**src/rtl/xlat_pkg.sv**
```systemverilog
package xlat_pkg;

   // Default geometry, shared by the block and its bench.
   localparam int unsigned XLAT_VPN_W = 8;
   localparam int unsigned XLAT_PPN_W = 6;
   localparam int unsigned XLAT_SETS  = 4;
   localparam int unsigned XLAT_WAYS  = 4;

   // Reason a fill way was chosen.
   typedef enum logic [1:0] {
      VSRC_MATCH = 2'd0,
      VSRC_FREE  = 2'd1,
      VSRC_RR    = 2'd2
   } vsrc_e;

endpackage

```
**src/rtl/xlat_way_cmp.sv**
```systemverilog
module xlat_way_cmp #(
   parameter int unsigned WAYS  = 4,
   parameter int unsigned TAG_W = 6
) (
   input  logic                       clk,
   input  logic                       rst_n,
   input  logic [WAYS-1:0]            vld,
   input  logic [WAYS-1:0][TAG_W-1:0] tags,
   input  logic [TAG_W-1:0]           key,
   output logic [WAYS-1:0]            hit_vec
);

   generate
      if (WAYS < 2) begin : g_bad_ways
         $error("xlat_way_cmp: WAYS must be at least 2");
      end
      if (TAG_W < 1) begin : g_bad_tag
         $error("xlat_way_cmp: TAG_W must be at least 1");
      end
   endgenerate

   genvar w;
   generate
      for (w = 0; w < WAYS; w++) begin : g_cmp
         assign hit_vec[w] = vld[w] && (tags[w] == key);
      end
   endgenerate


   one_copy_chk: assert property (@(posedge clk) disable iff (!rst_n)
      $onehot0(hit_vec));

endmodule

```
**src/rtl/xlat_victim_pick.sv**
```systemverilog
module xlat_victim_pick
   import xlat_pkg::*;
#(
   parameter int unsigned WAYS  = 4,
   localparam int unsigned WAY_W = $clog2(WAYS)
) (
   input  logic             clk,
   input  logic             rst_n,
   input  logic [WAYS-1:0]  vld,
   input  logic [WAYS-1:0]  hv,
   input  logic [WAY_W-1:0] rr_ptr,
   output logic [WAY_W-1:0] way
);

   vsrc_e src;

   generate
      if ((1 << WAY_W) != WAYS) begin : g_bad_ways
         $error("xlat_victim_pick: WAYS must be a power of two");
      end
   endgenerate

   always_comb begin
      logic found_m;
      logic found_f;
      logic [WAY_W-1:0] way_m;
      logic [WAY_W-1:0] way_f;
      found_m = 1'b0;
      found_f = 1'b0;
      way_m   = '0;
      way_f   = '0;
      for (int i = 0; i < WAYS; i++) begin
         if (hv[i] && !found_m) begin
            found_m = 1'b1;
            way_m   = WAY_W'(i);
         end
         if (!vld[i] && !found_f) begin
            found_f = 1'b1;
            way_f   = WAY_W'(i);
         end
      end
      if (found_m) begin
         src = VSRC_MATCH;
         way = way_m;
      end else if (found_f) begin
         src = VSRC_FREE;
         way = way_f;
      end else begin
         src = VSRC_RR;
         way = rr_ptr;
      end
   end


   match_reuse_chk: assert property (@(posedge clk) disable iff (!rst_n)
      (hv != '0) |-> (hv[way] && src == VSRC_MATCH));


   free_first_chk: assert property (@(posedge clk) disable iff (!rst_n)
      (hv == '0 && !(&vld)) |-> (!vld[way] && src == VSRC_FREE));


   rr_only_full_chk: assert property (@(posedge clk) disable iff (!rst_n)
      (src == VSRC_RR) |-> (&vld));

endmodule

```
**src/rtl/xlat_rr_ring.sv**
```systemverilog
module xlat_rr_ring #(
   parameter int unsigned SETS  = 4,
   parameter int unsigned WAYS  = 4,
   localparam int unsigned IDX_W = $clog2(SETS),
   localparam int unsigned WAY_W = $clog2(WAYS)
) (
   input  logic                       clk,
   input  logic                       rst_n,
   input  logic                       clr,
   input  logic                       adv,
   input  logic [IDX_W-1:0]           adv_set,
   output logic [SETS-1:0][WAY_W-1:0] ptrs
);

   genvar s;
   generate
      for (s = 0; s < SETS; s++) begin : g_ptr
         logic step;
         assign step = adv && (adv_set == IDX_W'(s));

         always_ff @(posedge clk or negedge rst_n) begin
            if (!rst_n) begin
               ptrs[s] <= '0;
            end else if (clr) begin
               ptrs[s] <= '0;
            end else if (step) begin
               ptrs[s] <= ptrs[s] + 1'b1;
            end
         end


         rr_step_chk: assert property (@(posedge clk) disable iff (!rst_n)
            (adv && !clr && adv_set == IDX_W'(s)) |=> ptrs[s] == $past(ptrs[s]) + 1'b1);


         rr_clr_chk: assert property (@(posedge clk) disable iff (!rst_n)
            clr |=> ptrs[s] == '0);
      end
   endgenerate

endmodule

```
**src/rtl/xlat_tlb.sv**
```systemverilog
module xlat_tlb
   import xlat_pkg::*;
#(
   parameter int unsigned VPN_W = XLAT_VPN_W,
   parameter int unsigned PPN_W = XLAT_PPN_W,
   parameter int unsigned SETS  = XLAT_SETS,
   parameter int unsigned WAYS  = XLAT_WAYS
) (
   input  logic             clk,
   input  logic             rst_n,
   input  logic [VPN_W-1:0] lk_vpn,
   output logic             lk_hit,
   output logic [PPN_W-1:0] lk_ppn,
   input  logic             fl_en,
   input  logic [VPN_W-1:0] fl_vpn,
   input  logic [PPN_W-1:0] fl_ppn,
   input  logic             inv_all
);

   localparam int unsigned IDX_W = $clog2(SETS);
   localparam int unsigned WAY_W = $clog2(WAYS);
   localparam int unsigned TAG_W = VPN_W - IDX_W;

   generate
      if (SETS < 2 || (1 << IDX_W) != SETS) begin : g_bad_sets
         $error("xlat_tlb: SETS must be a power of two, at least 2");
      end
      if (WAYS < 2 || (1 << WAY_W) != WAYS) begin : g_bad_ways
         $error("xlat_tlb: WAYS must be a power of two, at least 2");
      end
      if (VPN_W <= IDX_W) begin : g_bad_vpn
         $error("xlat_tlb: VPN_W must exceed the set index width");
      end
   endgenerate

   // Entry storage
   logic [SETS-1:0][WAYS-1:0]            vld_q;
   logic [SETS-1:0][WAYS-1:0][TAG_W-1:0] tag_q;
   logic [SETS-1:0][WAYS-1:0][PPN_W-1:0] ppn_q;

   // Address split
   logic [IDX_W-1:0] lk_set, fl_set;
   logic [TAG_W-1:0] lk_tag, fl_tag;
   assign lk_set = lk_vpn[IDX_W-1:0];
   assign lk_tag = lk_vpn[VPN_W-1:IDX_W];
   assign fl_set = fl_vpn[IDX_W-1:0];
   assign fl_tag = fl_vpn[VPN_W-1:IDX_W];

   // Lookup side
   logic [WAYS-1:0] lk_hv;

   xlat_way_cmp #(.WAYS(WAYS), .TAG_W(TAG_W)) u_lk_cmp (
      .clk     (clk),
      .rst_n   (rst_n),
      .vld     (vld_q[lk_set]),
      .tags    (tag_q[lk_set]),
      .key     (lk_tag),
      .hit_vec (lk_hv)
   );

   always_comb begin
      lk_ppn = '0;
      for (int i = 0; i < WAYS; i++) begin
         lk_ppn = lk_ppn | ({PPN_W{lk_hv[i]}} & ppn_q[lk_set][i]);
      end
   end
   assign lk_hit = |lk_hv;

   // Fill side
   logic [WAYS-1:0]            fl_hv;
   logic [SETS-1:0][WAY_W-1:0] rr_ptrs;
   logic [WAY_W-1:0]           vict;
   logic                       fl_go;

   assign fl_go = fl_en && !inv_all;

   xlat_way_cmp #(.WAYS(WAYS), .TAG_W(TAG_W)) u_fl_cmp (
      .clk     (clk),
      .rst_n   (rst_n),
      .vld     (vld_q[fl_set]),
      .tags    (tag_q[fl_set]),
      .key     (fl_tag),
      .hit_vec (fl_hv)
   );

   xlat_victim_pick #(.WAYS(WAYS)) u_pick (
      .clk    (clk),
      .rst_n  (rst_n),
      .vld    (vld_q[fl_set]),
      .hv     (fl_hv),
      .rr_ptr (rr_ptrs[fl_set]),
      .way    (vict)
   );

   xlat_rr_ring #(.SETS(SETS), .WAYS(WAYS)) u_rr (
      .clk     (clk),
      .rst_n   (rst_n),
      .clr     (inv_all),
      .adv     (fl_go),
      .adv_set (fl_set),
      .ptrs    (rr_ptrs)
   );

   always_ff @(posedge clk or negedge rst_n) begin
      if (!rst_n) begin
         vld_q <= '0;
      end else if (inv_all) begin
         vld_q <= '0;
      end else if (fl_en) begin
         vld_q[fl_set][vict] <= 1'b1;
      end
   end

   always_ff @(posedge clk) begin
      if (fl_go) begin
         tag_q[fl_set][vict] <= fl_tag;
         ppn_q[fl_set][vict] <= fl_ppn;
      end
   end


   inv_clear_chk: assert property (@(posedge clk) disable iff (!rst_n)
      inv_all |=> (vld_q == '0));


   fill_lands_chk: assert property (@(posedge clk) disable iff (!rst_n)
      fl_go |=> (vld_q[$past(fl_set)][$past(vict)]
                 && tag_q[$past(fl_set)][$past(vict)] == $past(fl_tag)
                 && ppn_q[$past(fl_set)][$past(vict)] == $past(fl_ppn)));


   miss_zero_chk: assert property (@(posedge clk) disable iff (!rst_n)
      !lk_hit |-> (lk_ppn == '0));

endmodule

```
**config.mk**
```make
export PLATFORM = sky130hd
export DESIGN_NAME = xlat_tlb
export DESIGN_NICKNAME = d
export VERILOG_FILES = /design/src/rtl/xlat_pkg.sv /design/src/rtl/xlat_way_cmp.sv /design/src/rtl/xlat_victim_pick.sv /design/src/rtl/xlat_rr_ring.sv /design/src/rtl/xlat_tlb.sv
export SDC_FILE = /design/constraint.sdc
export NUM_CORES = 1
export LEC_CHECK = 0
export BUFFER_PORTS_ARGS = -buffer_cell sky130_fd_sc_hd__buf_2
export CORE_ASPECT_RATIO = 1.2
export CORE_MARGIN = 5
export CORE_UTILIZATION = 55
export CTS_BUF_LIST = sky130_fd_sc_hd__clkbuf_8 sky130_fd_sc_hd__clkbuf_16
export DETAILED_ROUTE_END_ITERATION = 16
export MAX_ROUTING_LAYER = met4
export PLACE_DENSITY = 0.75
export SLEW_MARGIN = 20
export SYNTH_ARGS = -nofsm -noshare
export SYNTH_HDL_FRONTEND = slang
export SYNTH_SLANG_ARGS = --single-unit
```
**constraint.sdc**
```tcl
create_clock -name clk -period 3.65 [get_ports clk]
set_input_delay 0.73 -clock clk [delete_from_list [all_inputs] [get_ports clk]]
set_output_delay 0.73 -clock clk [all_outputs]
set_load 0.02 [all_outputs]
```
# Word-level counts from Yosys, hierarchy flattened
# Cells that the tools add are included.
# totals
register_bits,216
output_inout_bits,7
word_cells,153
# classes
n_addsub,4
n_lt_le_gt_ge,5
eq_ne,11
n_mux,48
bitwise,8
n_reduce_logical,37
# ops
cell,n
$bwmux W96,2
$bmux W24 S2,3
$mux W24,4
$demux W24 S2,1
$eq A6 B6 Y1,8
$mux W16,2
$mux W2,15
$and A6 B6 Y6,4
$logic_and A1 B1 Y1,21
$or A6 B6 Y6,3
$bmux W4 S2,2
$or A16 B16 Y16,1
$demux W6 S2,1
$mux W4,3
$mux W1,11
$reduce_bool A2 Y1,5
$logic_not A1 Y1,9
$lt A2 B3 Y1 const B,3
$add A2 B1 Y2 const B,4
$demux W4 S2,1
$mux W6,1
$bmux W2 S2,1
$eq A2 B2 Y1 const B,2
$ge A2 B1 Y1 const B,2
other kinds (4),4

# Logic depth before layout (Yosys ltp)
# logic_depth
word_depth,24
mapped_depth,12
ltp_nobuf,6

# By module
# Synthesis repeated with hierarchy kept, for this count alone.
# unflattened
hier_cells,517
area_unflattened_um2,9671.8
# by_module_without_submodules
mod,n_inst,cells_each,area_each_um2,seq_area_each_um2
xlat_tlb,1,399,8583.2,6165.9
xlat_way_cmp,2,34,295.3,0.0
xlat_rr_ring,1,41,444.2,200.2
xlat_victim_pick,1,9,53.8,0.0

# Worst setup path after synthesis
# OpenSTA, ideal clock, no wires.
# synth_timing
path_type,input-to-reg
startpoint,input port fl_vpn[0]
endpoint,register ppn_q[18] (netlist name) (enable)
arrival_time_ps,3284
path_slack_ps,-30
path_stages,9
cell_sequence,buf_6 -> buf_12 -> buf_12 -> buf_12 -> mux4_2 -> xnor2_1 -> nand3_1 -> o22a_2 -> nor3_1
# synth_lines
item,line,text
from (decl),xlat_tlb.sv:15,"input logic [VPN_W-1:0] fl_vpn,"
"to (signal, indexed assignment)",xlat_tlb.sv:117,ppn_q[fl_set][vict] <= fl_ppn;
to (decl),xlat_tlb.sv:39,logic [SETS-1:0][WAYS-1:0][PPN_W-1:0] ppn_q;

# Worst setup path after layout
# layout_timing
startpoint,input port lk_vpn[0]
endpoint,output port lk_ppn[3]
# layout_between
elab_chain_len,8
# layout_rtl
item,line,text
from (decl),xlat_tlb.sv:11,"input logic [VPN_W-1:0] lk_vpn,"
$bmux W24 S2,xlat_tlb.sv:56,".tags (tag_q[lk_set]),"
$mux W24 (not written as such),xlat_tlb.sv:56,
$eq A6 B6 Y1,xlat_way_cmp.sv:25,assign hit_vec[w] = vld[w] && (tags[w] == key);
$logic_and A1 B1 Y1,xlat_way_cmp.sv:25,
$and A6 B6 Y6,xlat_tlb.sv:64,lk_ppn = lk_ppn | ({PPN_W{lk_hv[i]}} & ppn_q[lk_set][i]);
$or A6 B6 Y6 (2 in series),xlat_tlb.sv:64,
$or A6 B6 Y6 *,xlat_tlb.sv:64,
to (decl),xlat_tlb.sv:13,"output logic [PPN_W-1:0] lk_ppn,"
# Every way passes the cells marked *; elsewhere a longest branch is shown, timed or not. The select of a mux whose other input is x is not followed.

==> results.txt <==
DRC Markers: 0
Max Root-Sink Buffers: 3
Finished Core Util: 62.9%
Post-Syn Instances: 546
Post-DP HPWL: 14500 um
Pin count of the biggest net entering global routing: 27
PortBufs: 32
Post-synthesis sequential area ratio: 63.9%
Worst Skew: 11.3 ps
Syn Std Cell Area: 0.00996 mm^2
Setup TNS: 0 ps
WS Path Type: in -> out
Antenna violations before repair: 0
CTS sink cnt: 216
Crit Path Max Fanout: 7
Placer Congestion: 0.854
Die ar.: 0.0209 mm^2
Critical R2R Launch: tag_q[36]
Row count: 54
Worst vdd ir: 443 uV
FMAX: 0.278 GHz
Flop-to-flop setup slack: 900 ps
H-tree depth: 1
CTS tree: built
Worst hold path class: in -> async
CTS clk-pin slew, worst paths: 60 ps
Syn Nets: 572
Fin Hold WS: 218 ps
Startpoint Class: primary input
First-pass GRT wire length: 33500 um
Status: completed
Clk_lat worst skew: 510 ps
Number of buffers created by CTS: 23
Total Power Consumption: 5.29 mW
Relative slew slack: 61.2%
Syn Area/Cell: 18.3 um^2
PwrDens: 468 mW/mm^2
Initial Util: 55.4%
Routed WL per cell: 25.5 um
GRT Resource Usage Total: 21.9%
CP Launch Point: lk_vpn[0]
Worst setup EP type: output pin
Final Hold Vio Count: 0
Initial DRT Pass Iterations: 5
Tcrit/Tclk final: 98.5%
P_leak: 3.83 nW
GRT overflow: 0
Vias in the first global route: 5666
Endpoints failing setup: 0
Library cells used by synthesis: 45
Worst Path Arrival: 2860 ps
Avg Vias per Cell: 6.41
Clk root buf: clkbuf_16
Max-slew violation count: 0
Hold_buf cts: 0
Antenna diode count: 0
Synthesis-stage register bit count: 216
Worst-margin pin slew: 582 ps
Fin nets: 632
YS warnings: 0
Placed Cells: 804
Num ports: 33
CP required: 2920 ps
Initial DRC count: 479
Die width: 133 um
Die height: 157 um
Routed wire length: 21600 um
Core ar.: 0.0180 mm^2
Final min period: 3590 ps
Filler Cell Count: 1277
Final Non-Filler Cells: 847
Layout area overhead: 13.5%
MaxCap Viol Count: 0
Vias: 5428
Layout cells sized above 1: 31.3%
Post-DRT Antenna Nets: 0
cells by family (layout without fill, tap and decap cells):
group | count (synthesis) | in the layout | synth area share (%)
mux | 85 | 85 | 19.0
compound gates | 43 | 43 | 3.53
xor+xnor | 57 | 57 | 5.09
flops | 216 | 216 | 63.9
buf+inv | 51 | 128 | 3.25
simple gates | 94 | 94 | 5.22
per-stage QoR:
| step | area, um^2 | worst slack [ps] |
|---|---|---|
| after floorplan | 9970 | -30.3 |
| after global placement | 10500 | -5.46 |
| after detailed placement | 10500 | -12.6 |
| after CTS | 11200 | 2.23 |
| after global routing | 11300 | -6.76 |
| final | 11300 | 55.0 |
sequential cells by signal, indices dropped and copies added (netlist names):
name and flops:
vld_q 16, u_rr.ptrs 8, tag_q 96, ppn_q 96
worst max-delay path: stages:
cell and delay (ps):
buf_6 150, mux4_2 560, xnor2_2 140, nand4_1 150, or4_4 570, buf_4 180
nand2b_1 150, nand3_1 90, buf_4 150
layer usage:
layer / global-route usage [%] / share of wire [%] / routed length (um) / up-vias
met5: - / 0 / 0 / -
met3: 3.16 / 6.5 / 1390 / 38
met1: 27.4 / 39 / 8450 / 2831
li1: - / - / - / 2344
met4: 6.29 / 2.1 / 450 / 0
met2: 37.7 / 52 / 11300 / 215
power breakdown:
group	leakage [nW]	internal, mW	switching (mW)
sequential	2.06	2.71	0.0102
combinational	1.41	0.152	0.198
clock	0.362	1.29	0.918
total	3.83	4.16	1.13
cell usage in the layout, fill, tap and decap left out, types with 3 or more instances in the layout:
cell type	instances
and2_1	3
nor2b_1	3
mux2i_1	6
buf_2	26
and3_1	3
a21oi_1	4
buf_4	33
nand2_1	19
nor4_2	3
nand3_1	17
o32ai_1	4
or4_4	3
a211oi_2	4
mux4_2	64
o22ai_1	14
xnor2_2	3
a22oi_1	7
nor2_1	13
nand3_2	4
nand4_1	10
clkinv_2	3
buf_12	5
inv_1	22
xnor2_1	24
clkbuf_16	23
buf_6	6
clkinvlp_4	6
mux4_1	15
dfrtp_1	24
nand2b_1	7
xor2_1	30
edfxtp_1	192
area by class of cell:
class / count / area [um^2] / share of cell area, %
multi-input combinational: 279 / 3320 / 29.4
sequential: 216 / 6370 / 56.3
clock buffer: 23 / 576 / 5.09
timing repair buffer: 70 / 546 / 4.83
tap: 224 / 280 / 2.48
inverter: 16 / 60.1 / 0.531
clock inverter: 19 / 155 / 1.37
timing repair:
action,4_1_cts,5_1_grt
gates resized for setup,2,16
endpoints found under the setup margin,6,7
pin swaps,0,1
setup buffers,0,1
Yosys cell counts, drive strengths merged:
cell type | count | area share (%)
nand4b | 1 | 0.088
nor4 | 3 | 0.38
and2 | 3 | 0.19
a22oi | 7 | 0.53
nor2b | 3 | 0.19
o2111ai | 1 | 0.088
xor2 | 30 | 2.6
o211ai | 3 | 0.33
o32ai | 6 | 0.68
nand2 | 20 | 0.78
mux4 | 79 | 18
nor3 | 3 | 0.15
dfrtp | 24 | 6.0
and4bb | 1 | 0.13
o22ai | 14 | 0.88
nor2 | 13 | 0.49
inv | 16 | 0.60
nand3b | 2 | 0.15
nand4 | 10 | 0.63
clkbuf | 7 | 0.30
nand3 | 21 | 1.1
edfxtp | 192 | 58
nand2b | 7 | 0.44
and3 | 3 | 0.19
o22a | 1 | 0.10
xnor2 | 27 | 2.4
o21ai | 2 | 0.14
o221ai | 1 | 0.088
buf | 28 | 2.3
a211oi | 4 | 0.50
mux2i | 6 | 0.60
or4 | 4 | 0.38
a21oi | 4 | 0.20
path summary, 6_finish.rpt:
path / endpoint / cells past startpoint
hold reg to reg: vld_q[10] / 2
max in group asynchronous: u_rr.ptrs[1] / 1
setup / recovery: lk_ppn[3] / 9
min in group clk: vld_q[10] / 2
setup reg to reg: ppn_q[27] / 7
hold / removal: vld_q[2] / 1
(Power assumes the default switching activity.)
